File: src/rtl/pkt_rx_handler.sv
module pkt_rx_handler #(
  parameter int SYNC_W = 32
) (
  input  logic              clk,
  input  logic              rst_n,
  input  logic              bit_in,
  input  logic              bit_vld,
  input  logic [SYNC_W-1:0] cfg_sync_word,
  input  logic              cfg_sync_long,
  input  logic              cfg_var_len,
  input  logic [7:0]        cfg_len,
  input  logic              cfg_addr_en,
  input  logic [7:0]        cfg_addr,
  input  logic              cfg_crc_en,
  input  logic              cfg_white_en,
  input  logic              cfg_status_en,
  input  logic [7:0]        rssi_in,
  input  logic [6:0]        lqi_in,
  output logic              fifo_wr,
  output logic [7:0]        fifo_data
);

  localparam int CW   = $clog2(SYNC_W + 1);
  localparam int HALF = SYNC_W / 2;

  typedef enum logic [2:0] {HUNT, LEN, PAY, CRC, ST1, ST2} st_t;

  st_t              state;
  logic [SYNC_W-1:0] sync_sr;
  logic [CW-1:0]    sync_cnt;
  logic [7:0]       byte_sr;
  logic [2:0]       bit_cnt;
  logic [8:0]       lfsr, lfsr_adv;
  logic [15:0]      crc, crc_nx;
  logic [7:0]       rem, len_q, pend_byte;
  logic             first, crc_half, crc_ok, pend;
  logic [6:0]       lqi_q;

  logic [SYNC_W-1:0] sync_nx, sync_mask;
  logic [CW-1:0]     cnt_nx, sync_need;
  logic              sync_hit, byte_done, addr_bad;
  logic [7:0]        raw, dw;
  st_t               tail_st, crc_tail;

  assign sync_nx   = {sync_sr[SYNC_W-2:0], bit_in};
  assign sync_mask = cfg_sync_long ? {SYNC_W{1'b1}} : ({SYNC_W{1'b1}} >> HALF);
  assign sync_need = cfg_sync_long ? CW'(SYNC_W) : CW'(HALF);
  assign cnt_nx    = (sync_cnt == CW'(SYNC_W)) ? sync_cnt : sync_cnt + 1'b1;
  assign sync_hit  = bit_vld && state == HUNT && cnt_nx >= sync_need &&
                     ((sync_nx ^ cfg_sync_word) & sync_mask) == '0;

  assign raw       = {byte_sr[6:0], bit_in};
  assign dw        = raw ^ (cfg_white_en ? lfsr[7:0] : 8'h00);
  assign byte_done = bit_vld && bit_cnt == 3'd7 &&
                     (state == LEN || state == PAY || state == CRC);
  assign addr_bad  = first && cfg_addr_en && dw != cfg_addr;
  assign crc_tail  = cfg_status_en ? ST1 : HUNT;
  assign tail_st   = cfg_crc_en ? CRC : crc_tail;

  always_comb begin
    lfsr_adv = lfsr;
    for (int i = 0; i < 8; i++) lfsr_adv = {lfsr_adv[0] ^ lfsr_adv[5], lfsr_adv[8:1]};
  end

  always_comb begin
    crc_nx = crc;
    for (int i = 7; i >= 0; i--)
      crc_nx = {crc_nx[14:0], 1'b0} ^ ((crc_nx[15] ^ dw[i]) ? 16'h8005 : 16'h0000);
  end

  always_ff @(posedge clk or negedge rst_n) begin
    if (!rst_n) begin
      state <= HUNT;  sync_sr <= '0;  sync_cnt <= '0;
      byte_sr <= '0;  bit_cnt <= '0;  lfsr <= 9'h1FF;  crc <= 16'hFFFF;
      rem <= '0;  len_q <= '0;  pend_byte <= '0;  lqi_q <= '0;
      first <= 1'b0;  crc_half <= 1'b0;  crc_ok <= 1'b0;  pend <= 1'b0;
      fifo_wr <= 1'b0;  fifo_data <= '0;
    end else begin
      fifo_wr <= 1'b0;
      if (pend) begin
        fifo_wr <= 1'b1;  fifo_data <= pend_byte;  pend <= 1'b0;
      end
      if (bit_vld && (state == LEN || state == PAY || state == CRC)) begin
        byte_sr <= raw;
        bit_cnt <= bit_cnt + 1'b1;
      end
      if (byte_done) begin
        lfsr <= lfsr_adv;
        crc  <= crc_nx;
      end
      case (state)
        HUNT: if (bit_vld) begin
          sync_sr  <= sync_nx;
          sync_cnt <= cnt_nx;
          if (sync_hit) begin
            sync_sr <= '0;  sync_cnt <= '0;
            bit_cnt <= '0;  lfsr <= 9'h1FF;  crc <= 16'hFFFF;
            rem <= cfg_len;  first <= 1'b1;  crc_half <= 1'b0;  crc_ok <= 1'b0;
            if (cfg_var_len)          state <= LEN;
            else if (cfg_len == 8'd0) state <= tail_st;
            else                      state <= PAY;
          end
        end
        LEN: if (byte_done) begin
          if (dw > cfg_len) state <= HUNT;
          else begin
            len_q <= dw;
            rem   <= dw;
            if (dw == 8'd0) begin
              fifo_wr <= 1'b1;  fifo_data <= dw;  state <= tail_st;
            end else begin
              if (!cfg_addr_en) begin
                fifo_wr <= 1'b1;  fifo_data <= dw;
              end
              state <= PAY;
            end
          end
        end
        PAY: if (byte_done) begin
          rem   <= rem - 1'b1;
          first <= 1'b0;
          if (addr_bad) state <= HUNT;
          else begin
            fifo_wr <= 1'b1;
            if (first && cfg_addr_en && cfg_var_len) begin
              fifo_data <= len_q;  pend <= 1'b1;  pend_byte <= dw;
            end else fifo_data <= dw;
            if (rem == 8'd1) state <= tail_st;
          end
        end
        CRC: if (byte_done) begin
          crc_half <= 1'b1;
          if (crc_half) begin
            crc_ok <= (crc_nx == 16'h0000);
            state  <= crc_tail;
          end
        end
        ST1: if (!pend) begin
          fifo_wr <= 1'b1;  fifo_data <= rssi_in;  lqi_q <= lqi_in;  state <= ST2;
        end
        ST2: begin
          fifo_wr <= 1'b1;  fifo_data <= {crc_ok, lqi_q};  state <= HUNT;
        end
        default: state <= HUNT;
      endcase
    end
  end


  sync_cnt_chk: assert property (@(posedge clk) disable iff (!rst_n)
    sync_cnt <= CW'(SYNC_W));


  wr_src_chk: assert property (@(posedge clk) disable iff (!rst_n)
    (fifo_wr && !$past(pend)) |-> $past(state != HUNT));


  rem_bound_chk: assert property (@(posedge clk) disable iff (!rst_n)
    (state == PAY) |-> (rem != 8'd0 && rem <= cfg_len));


  len_bound_chk: assert property (@(posedge clk) disable iff (!rst_n)
    (state == PAY && cfg_var_len) |-> len_q <= cfg_len);


  status_crc_chk: assert property (@(posedge clk) disable iff (!rst_n)
    (fifo_wr && $past(state == ST2) && !cfg_crc_en) |-> !fifo_data[7]);

endmodule

File: config.mk
export PLATFORM = sky130hd
export DESIGN_NAME = pkt_rx_handler
export DESIGN_NICKNAME = d
export VERILOG_FILES = /design/src/rtl/pkt_rx_handler.sv
export SDC_FILE = /design/constraint.sdc
export NUM_CORES = 1
export LEC_CHECK = 0
export ABC_AREA = 1
export CAP_MARGIN = 20
export CORE_ASPECT_RATIO = 1.4
export CORE_MARGIN = 5
export CORE_UTILIZATION = 37
export DETAILED_ROUTE_END_ITERATION = 10
export MAX_ROUTING_LAYER = met4
export PLACE_DENSITY = 0.53
export SLEW_MARGIN = 20
export SYNTH_ARGS = -nofsm -noshare
export SYNTH_HDL_FRONTEND = slang
export SYNTH_SLANG_ARGS = --single-unit
export TNS_END_PERCENT = 20
File: constraint.sdc
create_clock -name clk -period 3.2 [get_ports clk]
set_input_delay 0.8 -clock clk [delete_from_list [all_inputs] [get_ports clk]]
set_output_delay 0.8 -clock clk [all_outputs]
set_load 0.02 [all_outputs]
==> insert_results.sql <==
INSERT INTO impl_metrics (metric_group, metric, value, unit) VALUES
('cts', 'clkTransAtPathRegs', '0.06', 'ns'),
('yosys', 'synth_xor_area_share', '6.793', '%'),
('sta', 'final_max_slew_viol_count', '0', ''),
('power', 'power.density', '906.7', 'nW/um^2'),
('critical_path', 'critPathLaunchType', 'input port', ''),
('floorplanning', 'design.core.area', '19920', 'um^2'),
('route', 'drt_total_wl', '21420', 'um'),
('yosys', 'synth.largest_area_cell', 'dfrtp_1', ''),
('sta', 'transition_time_of_the_tightest_slew_check_pin', '0.6717', 'ns'),
('yosys', 'yosysTopAreaCellShare', '31.45', '%'),
('floorplanning', 'top_level_ports', '82', ''),
('floorplanning', 'core.rowCount', '61', ''),
('yosys', 'synth_area_per_cell', '7.726', 'um^2'),
('cts', 'root_cell_of_the_clock_tree', 'clkbuf_16', ''),
('yosys', 'flip_flop_and_latch_count_after_synthesis', '119', ''),
('power', 'cell_internal_pwr', '0.005150', 'W'),
('global_routing', 'globalRoute.totalOverflow', '0', ''),
('worst_hold_path', 'hold_path_class', 'in2async', ''),
('yosys', 'post_synth_num_cell_types', '46', ''),
('cts', 'numCtsBuffers', '17', ''),
('yosys', 'largest_family_of_logic_cells_by_synthesized_area', 'simple AND/OR/NAND/NOR gates', ''),
('sta', 'period_needed', '2.950', 'ns'),
('cts', 'worstSkewPairLatency', '0.42', 'ns'),
('route', 'detail-route-antenna-nets', '0', ''),
('sta', 'hold_violations', '0', ''),
('yosys', 'synth_async_sr_flop_share', '100.0', '%'),
('sta', 'period_share', '92.19', '%'),
('critical_path', 'worst-endpoint-required', '3.49', 'ns'),
('route', 'routed_via_density', '4.925', ''),
('place', 'detailedPlacementHpwl', '15940', 'um'),
('route', 'drt_iter0_markers', '373', ''),
('yosys', 'syn-instance-count', '968', ''),
('yosys', 'yosys_most_used_dff', 'dfrtp_1', ''),
('sta', 'unrepaired_setup_endpoints_after_global_routing', 'no', ''),
('outcome', 'status', 'complete, no violations', ''),
('yosys', 'synth_compound_gate_area_share', '12.48', '%'),
('critical_path', 'critical_path_peak_fanout', '16', ''),
('yosys', 'synthesis.area', '7478', 'um^2'),
('cts', 'cts_sinks', '119', ''),
('place', 'io_buffer_count', '81', ''),
('power', 'max-vdd-ir-drop', '0.0004430', 'V'),
('global_routing', 'antenna_found_initial', '0', ''),
('global_routing', 'grt_first_pass_wirelength', '34910', 'um'),
('cts', 'cts_hold_buffers', '0', ''),
('layout', 'drive_above_1_share', '14.34', '%'),
('power', 'share_of_total_power_in_combinational_logic', '46.1', '%'),
('sta', 'slew_headroom', '55.06', '%'),
('sta', 'setup-violations-final', '0', ''),
('cts', 'clock_tree_from_tritoncts', 'yes', ''),
('sta', 'fmax', '339.0', 'MHz'),
('floorplanning', 'dieWidth', '130.2', 'um'),
('critical_path', 'worst_ep_arrival_time', '3.24', 'ns'),
('power', 'total_switching_power', '0.003433', 'W'),
('route', 'routed-via-count', '6669', ''),
('power', 'switching_share', '40.00', '%'),
('yosys', 'post_synth_fa_ha_maj_area_fraction', '2.677', '%'),
('power', 'leakage_power_figure', '4.433', 'nW'),
('yosys', 'synthSimpleGateAreaFrac', '27.82', '%'),
('power', 'p_total', '0.008583', 'W'),
('power', 'p_clk_share', '24.1', '%'),
('floorplanning', 'initial_utilization', '37.54', '%'),
('floorplanning', 'dieArea', '23200', 'um^2'),
('global_routing', 'first_global_vias', '6757', ''),
('global_routing', 'grt_start_max_net_pins', '120', ''),
('cts', 'cts_max_path_buffers', '2', ''),
('layout', 'fin_nets', '1178', ''),
('route', 'drtPass1Iterations', '4', ''),
('yosys', 'synth_sequential_area_ratio', '40.24', '%'),
('critical_path', 'endpoint_kind', 'flop', ''),
('sta', 'worst_clock_skew', '0.009830', 'ns'),
('place', 'gpl.final_weighted_congestion', '0.9098', '');
-- worst max-delay path, cell delays in order --
cell,delay (ns)
clkdlybuf4s50_1,0.50
buf_12,0.15
nand3_1,0.09
nand2_1,0.10
inv_1,0.07
ha_1,0.29
a21oi_1,0.15
o21ai_1,0.08
nand2_1,0.07
o211ai_1,0.08
nand2_1,0.14
nand2_4,0.06
inv_2,0.06
nand2_1,0.11
inv_1,0.21
nand2_1,0.09
nand3_1,0.09
nand4_1,0.10
-- cell usage in the layout (no fill, tap or decap), types with 3 or more instances in the layout --
| master | instances |
|---|---|
| o21ai_1 | 24 |
| inv_1 | 116 |
| xnor2_1 | 35 |
| o22ai_1 | 8 |
| clkbuf_16 | 17 |
| bufinv_16 | 4 |
| nand2_2 | 11 |
| clkbuf_8 | 3 |
| clkdlybuf4s50_1 | 80 |
| a21oi_1 | 37 |
| nand3_2 | 4 |
| clkbuf_1 | 4 |
| dfstp_2 | 25 |
| o211ai_1 | 19 |
| o21ai_0 | 42 |
| a21boi_0 | 4 |
| xor2_1 | 23 |
| buf_4 | 51 |
| nor3_1 | 9 |
| nor2_1 | 39 |
| or2_2 | 3 |
| o31ai_1 | 15 |
| mux2_2 | 8 |
| nand2_4 | 6 |
| nand2_1 | 250 |
| nand3b_1 | 7 |
| inv_2 | 8 |
| o21ai_2 | 4 |
| nand4_1 | 18 |
| ha_1 | 16 |
| nand3_1 | 93 |
| dfrtp_1 | 94 |
-- through the flow --
stage	instances	hold WS, ns	util, %	cell area [um^2]	worst slack, ns
after CTS	1354	0.4817	47.52	9467	0.2574
after detailed placement	1322	0.4682	44.37	8838	-0.1913
final	1354	0.4833	47.52	9467	0.2500
after global routing	1354	0.5091	47.52	9467	0.01227
after floorplan	968	0.4419	-	7478	0.3599
after global placement	1322	0.4548	44.37	8838	-0.1398
-- cells in the mapped netlist (16+ instances only) --
master / instances
nand2_1: 250
inv_1: 116
dfrtp_1: 94
nand3_1: 93
o21ai_0: 43
nor2_1: 39
a21oi_1: 37
xnor2_1: 35
dfstp_2: 25
o21ai_1: 23
xor2_1: 23
o211ai_1: 19
nand4_1: 18
ha_1: 16
-- registers in the layout, indices dropped and copies added, names as in the netlist --
signal and flops:
pend_byte 8, pend 1, state 3, lfsr 9, crc_ok 1, fifo_wr 1
rem 8, sync_cnt 6, first 1, crc 16, byte_sr 7, fifo_data 8
bit_cnt 3, sync_sr 31, len_q 8, crc_half 1, lqi_q 7
-- repair_timing --
item | in CTS | in global routing
setup endpoints to repair | 0 | 3
buffers inserted | 0 | 0
resized for setup | 0 | 1
-- power groups by stage --
stage,Combinational (W),Clock [W],Sequential (W)
after detailed placement,0.00397,0,0.00258
final,0.00396,0.00207,0.00255
after floorplan,0.00268,0,0.00251
after global routing,0.00450,0.00217,0.00263
after CTS,0.00399,0.00210,0.00256
after global placement,0.00394,0,0.00257
-- routing by layer --
metal / GRT usage (%) / routed length (um) / vias to the layer above
met5: - / 0 / -
met1: 23.77 / 9491 / 3059
met3: 3.565 / 805 / 44
li1: - / - / 3423
met2: 33.18 / 10430 / 143
met4: 7.366 / 695 / 0
-- path summary, 6_finish.rpt --
kind	start	end	slack [ns]	depth (start not counted)
min in group clk	rem[7]	rem[7]	0.49	2
max reg2reg	lfsr[3]	fifo_data[0]	0.70	16
max	cfg_white_en	fifo_data[0]	0.25	18
max in group asynchronous	rst_n	len_q[3]	2.23	2
min reg2reg	rem[7]	rem[7]	0.49	2
min	rst_n	rem[3]	0.48	2
-- layout make-up --
class                           count  area [um^2]
Clock buffer                       24        481.7
Tap cell                          252        315.3
Inverter                          126        478.0
Multi-Input combinational cell    692         3812
Sequential cell                   119         3009
Clock inverter                      8        146.4
Fill cell                        1971        10450
Timing Repair Buffer              133         1224
-- cell families after synthesis --
family | Yosys count
and+or+nand+nor | 451
AOI/OAI and AO/OA | 159
buffers and inverters | 157
DFF | 119
xor gates and xnor gates | 58
adders and majority gates | 16
muxes | 8
Power figures use the tool's default switching activity.
